## src/rtl/uart_host_pkg.sv

```systemverilog
package uart_host_pkg;
    localparam int BYTE_W = 8;

    localparam logic [1:0] SLOT_DATA = 2'd0;
    localparam logic [1:0] SLOT_CTRL = 2'd1;
    localparam logic [1:0] SLOT_STAT = 2'd2;
    localparam logic [1:0] SLOT_MASK = 2'd3;

    localparam int DB_RXF = 8;
    localparam int DB_TXF = 9;

    localparam int CB_MODE_LO = 2;
    localparam int CB_HIEN    = 4;
    localparam int CB_BRK     = 5;
    localparam int CB_BUSY    = 6;
    localparam int CB_HINT    = 7;

    localparam logic [1:0] PAR_NONE = 2'd0;
    localparam logic [1:0] PAR_ODD  = 2'd1;
    localparam logic [1:0] PAR_EVEN = 2'd2;
    localparam logic [1:0] PAR_BAD  = 2'd3;

    typedef enum logic [1:0] {
        ST_OFF = 2'd0,
        ST_RUN = 2'd1,
        ST_BRK = 2'd2
    } mode_state_t;
endpackage

```

## src/rtl/uart_byte_fifo.sv

```systemverilog
module uart_byte_fifo #(
    parameter int DEPTH = 4,
    parameter int WIDTH = 8
) (
    input  logic             clk,
    input  logic             rst_n,
    input  logic             push,
    input  logic [WIDTH-1:0] din,
    input  logic             pop,
    output logic [WIDTH-1:0] dout,
    output logic             full,
    output logic             empty,
    output logic             drained,
    output logic [$clog2(DEPTH):0] count
);
    localparam int AW = $clog2(DEPTH);

    logic [WIDTH-1:0] mem [DEPTH];
    logic [AW-1:0]    wr_ptr, rd_ptr;
    logic             do_push, do_pop;

    assign full    = (count == (AW+1)'(DEPTH));
    assign empty   = (count == '0);
    assign do_push = push && !full;
    assign do_pop  = pop && !empty;
    assign drained = do_pop && !do_push && (count == (AW+1)'(1));
    assign dout    = mem[rd_ptr];

    always_ff @(posedge clk) begin
        if (!rst_n) begin
            wr_ptr <= '0;
            rd_ptr <= '0;
            count  <= '0;
        end else begin
            if (do_push) wr_ptr <= wr_ptr + 1'b1;
            if (do_pop)  rd_ptr <= rd_ptr + 1'b1;
            case ({do_push, do_pop})
                2'b10:   count <= count + 1'b1;
                2'b01:   count <= count - 1'b1;
                default: count <= count;
            endcase
        end
    end

    always_ff @(posedge clk) begin
        if (do_push) mem[wr_ptr] <= din;
    end
endmodule

```

## src/rtl/uart_mode_fsm.sv

```systemverilog
module uart_mode_fsm
    import uart_host_pkg::*;
(
    input  logic        clk,
    input  logic        rst_n,
    input  logic        ctrl_wr,
    input  logic        req_on,
    input  logic        req_brk,
    output mode_state_t state,
    output logic        uart_en,
    output logic        brk_on
);
    mode_state_t nxt;

    always_comb begin
        nxt = state;
        if (ctrl_wr) begin
            unique case (state)
                ST_OFF:  nxt = !req_on ? ST_OFF : (req_brk ? ST_BRK : ST_RUN); // EN_ON / EN_BRK
                ST_RUN:  nxt = !req_on ? ST_OFF : (req_brk ? ST_BRK : ST_RUN); // DISABLE / BRK_SET
                ST_BRK:  nxt = !req_on ? ST_OFF : (req_brk ? ST_BRK : ST_RUN); // DISABLE / BRK_CLR
                default: nxt = ST_OFF;
            endcase
        end
    end

    always_ff @(posedge clk) begin
        if (!rst_n) state <= ST_OFF;
        else        state <= nxt;
    end

    always_comb begin
        uart_en = 1'b0;
        brk_on  = 1'b0;
        unique case (state)
            ST_OFF:  begin uart_en = 1'b0; brk_on = 1'b0; end
            ST_RUN:  begin uart_en = 1'b1; brk_on = 1'b0; end
            ST_BRK:  begin uart_en = 1'b1; brk_on = 1'b1; end
            default: begin uart_en = 1'b0; brk_on = 1'b0; end
        endcase
    end
endmodule

```

## src/rtl/uart_irq_ctrl.sv

```systemverilog
module uart_irq_ctrl (
    input  logic       clk,
    input  logic       rst_n,
    input  logic       stat_wr,
    input  logic       mask_wr,
    input  logic [1:0] wbits,
    input  logic       rx_nonempty,
    input  logic       tx_drained,
    input  logic       host_en,
    output logic [1:0] stat_q,
    output logic [1:0] mask_q,
    output logic       host_int
);
    logic [1:0] set_v, clr_v;

    assign set_v    = {tx_drained, rx_nonempty};
    assign clr_v    = stat_wr ? wbits : 2'b00;
    assign host_int = host_en && (|(stat_q & mask_q));

    always_ff @(posedge clk) begin
        if (!rst_n) begin
            stat_q <= 2'b00;
            mask_q <= 2'b00;
        end else begin
            stat_q <= (stat_q & ~clr_v) | set_v;
            if (mask_wr) mask_q <= wbits;
        end
    end
endmodule

```

## src/rtl/uart_host_regs.sv

```systemverilog
module uart_host_regs
    import uart_host_pkg::*;
#(
    parameter int DEPTH = 4,
    parameter int BUS_W = 32
) (
    input  logic             clk,
    input  logic             rst_n,
    input  logic [1:0]       reg_idx,
    input  logic             wr_en,
    input  logic [BUS_W-1:0] wdata,
    output logic [BUS_W-1:0] rdata,
    output logic [7:0]       tx_byte,
    output logic             tx_avail,
    input  logic             tx_pop,
    input  logic             tx_busy,
    input  logic             rx_push,
    input  logic [7:0]       rx_byte,
    output logic             irq,
    output logic             uart_en,
    output logic             tx_break,
    output logic [1:0]       parity
);
    localparam int CW = $clog2(DEPTH) + 1;

    logic              wr_data, wr_ctrl, wr_stat, wr_mask;
    logic              tx_full, tx_empty, tx_drained;
    logic              rx_full, rx_empty, rx_drained;
    logic [CW-1:0]     tx_cnt, rx_cnt;
    logic [BYTE_W-1:0] rx_head;
    logic [1:0]        parity_q, mode_q;
    logic              hien_q;
    logic [1:0]        stat_q, mask_q;
    logic              host_int;
    mode_state_t       mstate;

    assign wr_data = wr_en && (reg_idx == SLOT_DATA);
    assign wr_ctrl = wr_en && (reg_idx == SLOT_CTRL);
    assign wr_stat = wr_en && (reg_idx == SLOT_STAT);
    assign wr_mask = wr_en && (reg_idx == SLOT_MASK);

    assign tx_avail = uart_en && !tx_empty;

    uart_byte_fifo #(.DEPTH(DEPTH), .WIDTH(BYTE_W)) u_txq (
        .clk, .rst_n,
        .push    (wr_data && wdata[DB_TXF]),
        .din     (wdata[BYTE_W-1:0]),
        .pop     (tx_pop && tx_avail),
        .dout    (tx_byte),
        .full    (tx_full),
        .empty   (tx_empty),
        .drained (tx_drained),
        .count   (tx_cnt)
    );

    uart_byte_fifo #(.DEPTH(DEPTH), .WIDTH(BYTE_W)) u_rxq (
        .clk, .rst_n,
        .push    (rx_push && uart_en),
        .din     (rx_byte),
        .pop     (wr_data && wdata[DB_RXF]),
        .dout    (rx_head),
        .full    (rx_full),
        .empty   (rx_empty),
        .drained (rx_drained),
        .count   (rx_cnt)
    );

    uart_mode_fsm u_mode (
        .clk, .rst_n,
        .ctrl_wr (wr_ctrl),
        .req_on  (|wdata[CB_MODE_LO+1:CB_MODE_LO]),
        .req_brk (wdata[CB_BRK]),
        .state   (mstate),
        .uart_en (uart_en),
        .brk_on  (tx_break)
    );

    uart_irq_ctrl u_irq (
        .clk, .rst_n,
        .stat_wr     (wr_stat),
        .mask_wr     (wr_mask),
        .wbits       (wdata[1:0]),
        .rx_nonempty (!rx_empty),
        .tx_drained  (tx_drained),
        .host_en     (hien_q),
        .stat_q      (stat_q),
        .mask_q      (mask_q),
        .host_int    (host_int)
    );

    always_ff @(posedge clk) begin
        if (!rst_n) begin
            parity_q <= PAR_NONE;
            mode_q   <= 2'b00;
            hien_q   <= 1'b0;
        end else if (wr_ctrl) begin
            parity_q <= (wdata[1:0] == PAR_BAD) ? PAR_NONE : wdata[1:0];
            mode_q   <= wdata[CB_MODE_LO+1:CB_MODE_LO];
            hien_q   <= wdata[CB_HIEN];
        end
    end

    assign irq    = host_int;
    assign parity = parity_q;

    always_comb begin
        rdata = '0;
        unique case (reg_idx)
            SLOT_DATA: begin
                rdata[DB_TXF]       = !tx_full;
                rdata[DB_RXF]       = !rx_empty;
                rdata[BYTE_W-1:0]   = rx_empty ? '0 : rx_head;
            end
            SLOT_CTRL: begin
                rdata[1:0]                      = parity_q;
                rdata[CB_MODE_LO+1:CB_MODE_LO]  = mode_q;
                rdata[CB_HIEN]                  = hien_q;
                rdata[CB_BRK]                   = (mstate == ST_BRK);
                rdata[CB_BUSY]                  = tx_busy;
                rdata[CB_HINT]                  = host_int;
            end
            SLOT_STAT: rdata[1:0] = stat_q;
            SLOT_MASK: rdata[1:0] = mask_q;
            default:   rdata = '0;
        endcase
    end
endmodule

```

## config.mk

```make
export PLATFORM = sky130hd
export DESIGN_NAME = uart_host_regs
export DESIGN_NICKNAME = d
export VERILOG_FILES = /design/src/rtl/uart_host_pkg.sv /design/src/rtl/uart_byte_fifo.sv /design/src/rtl/uart_mode_fsm.sv /design/src/rtl/uart_irq_ctrl.sv /design/src/rtl/uart_host_regs.sv
export SDC_FILE = /design/constraint.sdc
export NUM_CORES = 1
export LEC_CHECK = 0
export ABC_CLOCK_PERIOD_IN_PS = 4500
export BUFFER_PORTS_ARGS = -buffer_cell sky130_fd_sc_hd__buf_4
export CAP_MARGIN = 20
export CORE_UTILIZATION = 30
export DETAILED_ROUTE_END_ITERATION = 10
export GPL_TIMING_DRIVEN = 0
export PLACE_DENSITY_LB_ADDON = 0.3
export SLEW_MARGIN = 10
export SYNTH_ARGS = -nofsm -noshare
export SYNTH_HDL_FRONTEND = slang
export SYNTH_SLANG_ARGS = --single-unit
```

## constraint.sdc

```tcl
create_clock -name clk -period 4.5 [get_ports clk]
set_input_delay 0.9 -clock clk [delete_from_list [all_inputs] [get_ports clk]]
set_output_delay 0.9 -clock clk [all_outputs]
set_load 0.02 [all_outputs]
```

==> results.py <==
metrics = {
    "power_and_ir_drop": {
        "p_per_area_mw_per_mm2": 349,
        "ir_drop_mv": 0.191,
        "leakage_nw": 1.94,
    },
    "finish": {
        "nFillCells": 1310,
        "fin_cells": 555,
        "multiInputGateArea_mm2": 0.00145,
        "seqCellArea_mm2": 0.00250,
        "area_growth_pct": 22.9,
        "nets": 439,
        "drive_above_1_share": 0.274,
        "n_antenna_cell": 0,
    },
    "timing": {
        "fmax_mhz": 339,
        "fin_tns_setup_ns": 0,
        "timing.final.ws_setup_ns": 1.55,
        "setup_viol": 0,
        "rsz0062_at_grt": "false",
        "relSlewSlack": 0.610,
        "worstMarginPinSlew_ns": 0.582,
        "min_period_over_period": 0.656,
        "maxSlewViolCount": 0,
        "post-route-min-period_ns": 2.95,
        "hold_violations": 0,
        "skew_ns": 0.00397,
    },
    "drt": {
        "remaining_drc_errors": 0,
        "initialDrtViolationCount": 174,
        "wire_per_inst_um": 14.6,
        "ant_nets": 0,
        "vias": 2484,
        "drt-total-wl_mm": 8.09,
        "drt-pass1-iter-count": 4,
        "vias_per_cell": 4.48,
    },
    "setup_path": {
        "worstPathArrival_ns": 2.05,
        "crit_path_cell_trace": "buf_4 -> buf_2 -> nor2b_1 -> a22o_1 -> buf_4",
        "criticalPathCategory": "input pin to output port",
        "critPathSlowestCell": "nor2b_1",
        "cp.required_ns": 3.60,
        "critPathMostFrequentCell": "buf_4",
        "critPathBufInv": 3,
        "max_stage_delay_ns": 0.38,
        "startpoint_type": "input pin",
        "crit_family": "buffers and inverters",
        "path_max_fanout": 10,
        "endpoint_kind": "output port",
    },
    "synthesis": {
        "synthArstFlopShare": 0,
        "yosysTopAreaCell": "edfxtp_1",
        "syn_inst": 294,
        "synthDistinctLibCells": 42,
        "yosys_warnings": 0,
        "avgSynthCellArea_um2": 14.1,
        "netlist_area_mm2": 0.00415,
        "synthFlopType": "edfxtp_1",
        "yosys-top-cells-area": "edfxtp_1, dfxtp_1, mux4_2",
        "seq_area_frac_synth": 0.603,
        "synth_edf_count": 64,
        "synth_seq_cells": 93,
        "netlist.area_leader.share": 0.463,
    },
    "global_routing": {
        "grt_pass1_wl_mm": 12.8,
        "busiest_layer": "met2",
        "grt_max_degree": 16,
        "antenna_found_initial": 0,
        "groute.usage.overall": 0.119,
        "grt_pass1_vias": 2531,
        "met1_usage": 0.140,
        "globalRouteMet2Util": 0.211,
        "grt.overflow.total": 0,
        "use_met3": 0.0304,
    },
    "clocking": {
        "clk_pin_slew_worst_paths_ns": 0.06,
        "cts_resized": 0,
        "cts_setup_buffers": 0,
        "worstSkewPairLatency_ns": 0.33,
        "numCtsBuffers": 9,
        "ctsHtreeMaxLevel": 3,
        "cts_tree": "done",
        "ctsHoldBuffers": 0,
        "numClockSinks": 93,
        "cts-root-buf": "clkbuf_16",
        "cts.path.max_buffers": 2,
    },
    "worst_hold_path": {
        "hp-class": "register to register",
    },
    "die": {
        "die_area_mm2": 0.0143,
        "fp-row-count": 42,
        "top_level_ports": 94,
        "start_util": 0.311,
        "core-area_mm2": 0.0133,
        "die_x_um": 120,
        "die_h_um": 120,
    },
    "placed_design": {
        "place_inst": 539,
        "port_buffers": 48,
        "gp_congestion": 0.759,
        "dp_worst_setup_slack_ns": 1.54,
        "dp_hpwl_mm": 5.88,
    },
    "run": {
        "cap_violations": 0,
    },
    "run_status": {
        "outcome": "finished clean",
    },
}
-- cell usage after synthesis, types with 5 or more instances --
cell type	number
nor2_1	17
a21oi_1	16
ha_1	16
and3_1	8
mux4_1	6
mux2i_1	10
dfxtp_1	29
or3_1	5
inv_1	18
mux4_2	10
nand2_1	5
o21ai_0	9
buf_4	23
edfxtp_1	64
nand3_1	5
-- flip-flops by register name (all words and copies together), names as in the netlist, named ones only --
signal,count
hien_q,1
mode_q,2
parity,2
u_irq.mask_q,2
u_irq.stat_q,2
u_mode.state,2
u_rxq.count,3
u_rxq.mem,32
u_rxq.rd_ptr,2
u_rxq.wr_ptr,2
u_txq.count,3
u_txq.mem,32
u_txq.rd_ptr,2
u_txq.wr_ptr,2
-- kinds of logic after synthesis --
kind of cell,count (synthesis),share of synthesized area
flops,93,0.603
simple gates,64,0.0892
buf+inv,49,0.0678
compound gates,40,0.0618
mux,26,0.116
fa+ha+maj,17,0.0530
xor+xnor,4,0.00844
other cells,1,0.000903
-- through the flow --
stage / power [W] / cell area [µm²] / hold WS, ns / utilization
2_1_floorplan: 0.00102 / 4230 / 0.445 / -
3_3_place_gp: 0.00106 / 4810 / 0.460 / 0.361
3_5_place_dp: 0.00107 / 4810 / 0.468 / 0.361
4_1_cts: 0.00180 / 5100 / 0.487 / 0.382
5_1_grt: 0.00184 / 5100 / 0.513 / 0.382
6_report: 0.00178 / 5100 / 0.491 / 0.382
-- worst reg2reg max path, stage by stage (launching register included) --
cell,delay (ns)
dfxtp_1,0.37
inv_1,0.06
ha_1,0.48
nand2b_1,0.19
nor2_1,0.05
inv_1,0.06
ha_1,0.17
inv_1,0.06
fa_1,0.38
xor2_1,0.16
or3_1,0.30
a21oi_1,0.14
-- cell type report --
cell class	instances	share of cell area
plain buffers	31	0.0419
repair buffers	48	0.0706
flip-flops and latches	93	0.490
multi-input cells	173	0.284
inverters	18	0.0132
well taps	176	0.0432
clock inverters	7	0.0128
clock buffers	9	0.0441
-- path summary, 6_finish.rpt --
check,from,end,slack [ns],cells past startpoint
worst max register to register,u_mode.state[0]$_SDFFE_PN0P_,u_rxq.count[2]$_SDFFE_PN0P_,2.01,11
worst min-delay path,u_rxq.rd_ptr[1]$_SDFFE_PN0N_,u_rxq.rd_ptr[1]$_SDFFE_PN0N_,0.49,2
worst min register to register,u_rxq.rd_ptr[1]$_SDFFE_PN0N_,u_rxq.rd_ptr[1]$_SDFFE_PN0N_,0.49,2
worst max-delay path,reg_idx[0],rdata[5],1.55,5
-- cells in the final DEF, fill, tap and decap left out, types with 4 or more instances in the layout --
| cell | Yosys | routed |
|---|---|---|
| a21oi_1 | 16 | 16 |
| and3_1 | 8 | 8 |
| buf_4 | 23 | 71 |
| clkbuf_16 | 0 | 9 |
| conb_1 | 1 | 22 |
| dfxtp_1 | 29 | 29 |
| edfxtp_1 | 64 | 64 |
| ha_1 | 16 | 16 |
| inv_1 | 18 | 18 |
| mux2i_1 | 10 | 10 |
| mux4_1 | 6 | 6 |
| mux4_2 | 10 | 10 |
| nand2_1 | 5 | 5 |
| nand3_1 | 5 | 5 |
| nor2_1 | 17 | 17 |
| nor2b_1 | 4 | 4 |
| o21ai_0 | 9 | 9 |
| or3_1 | 5 | 5 |
| xor2_1 | 4 | 4 |
-- routing by layer --
layer  vias up  share of wire
met4         0         0.0080
li1       1214              -
met1      1199           0.43
met5         -              0
met2        62           0.51
met3         9          0.046
-- power breakdown --
part	internal [W]	total (W)	switching [W]
registers	0.000921	0.000926	0.00000520
logic	0.0000521	0.000123	0.0000706
clock network	0.000427	0.000731	0.000304
total	0.00140	0.00178	0.000380
Power figures use the tool's default switching activity.
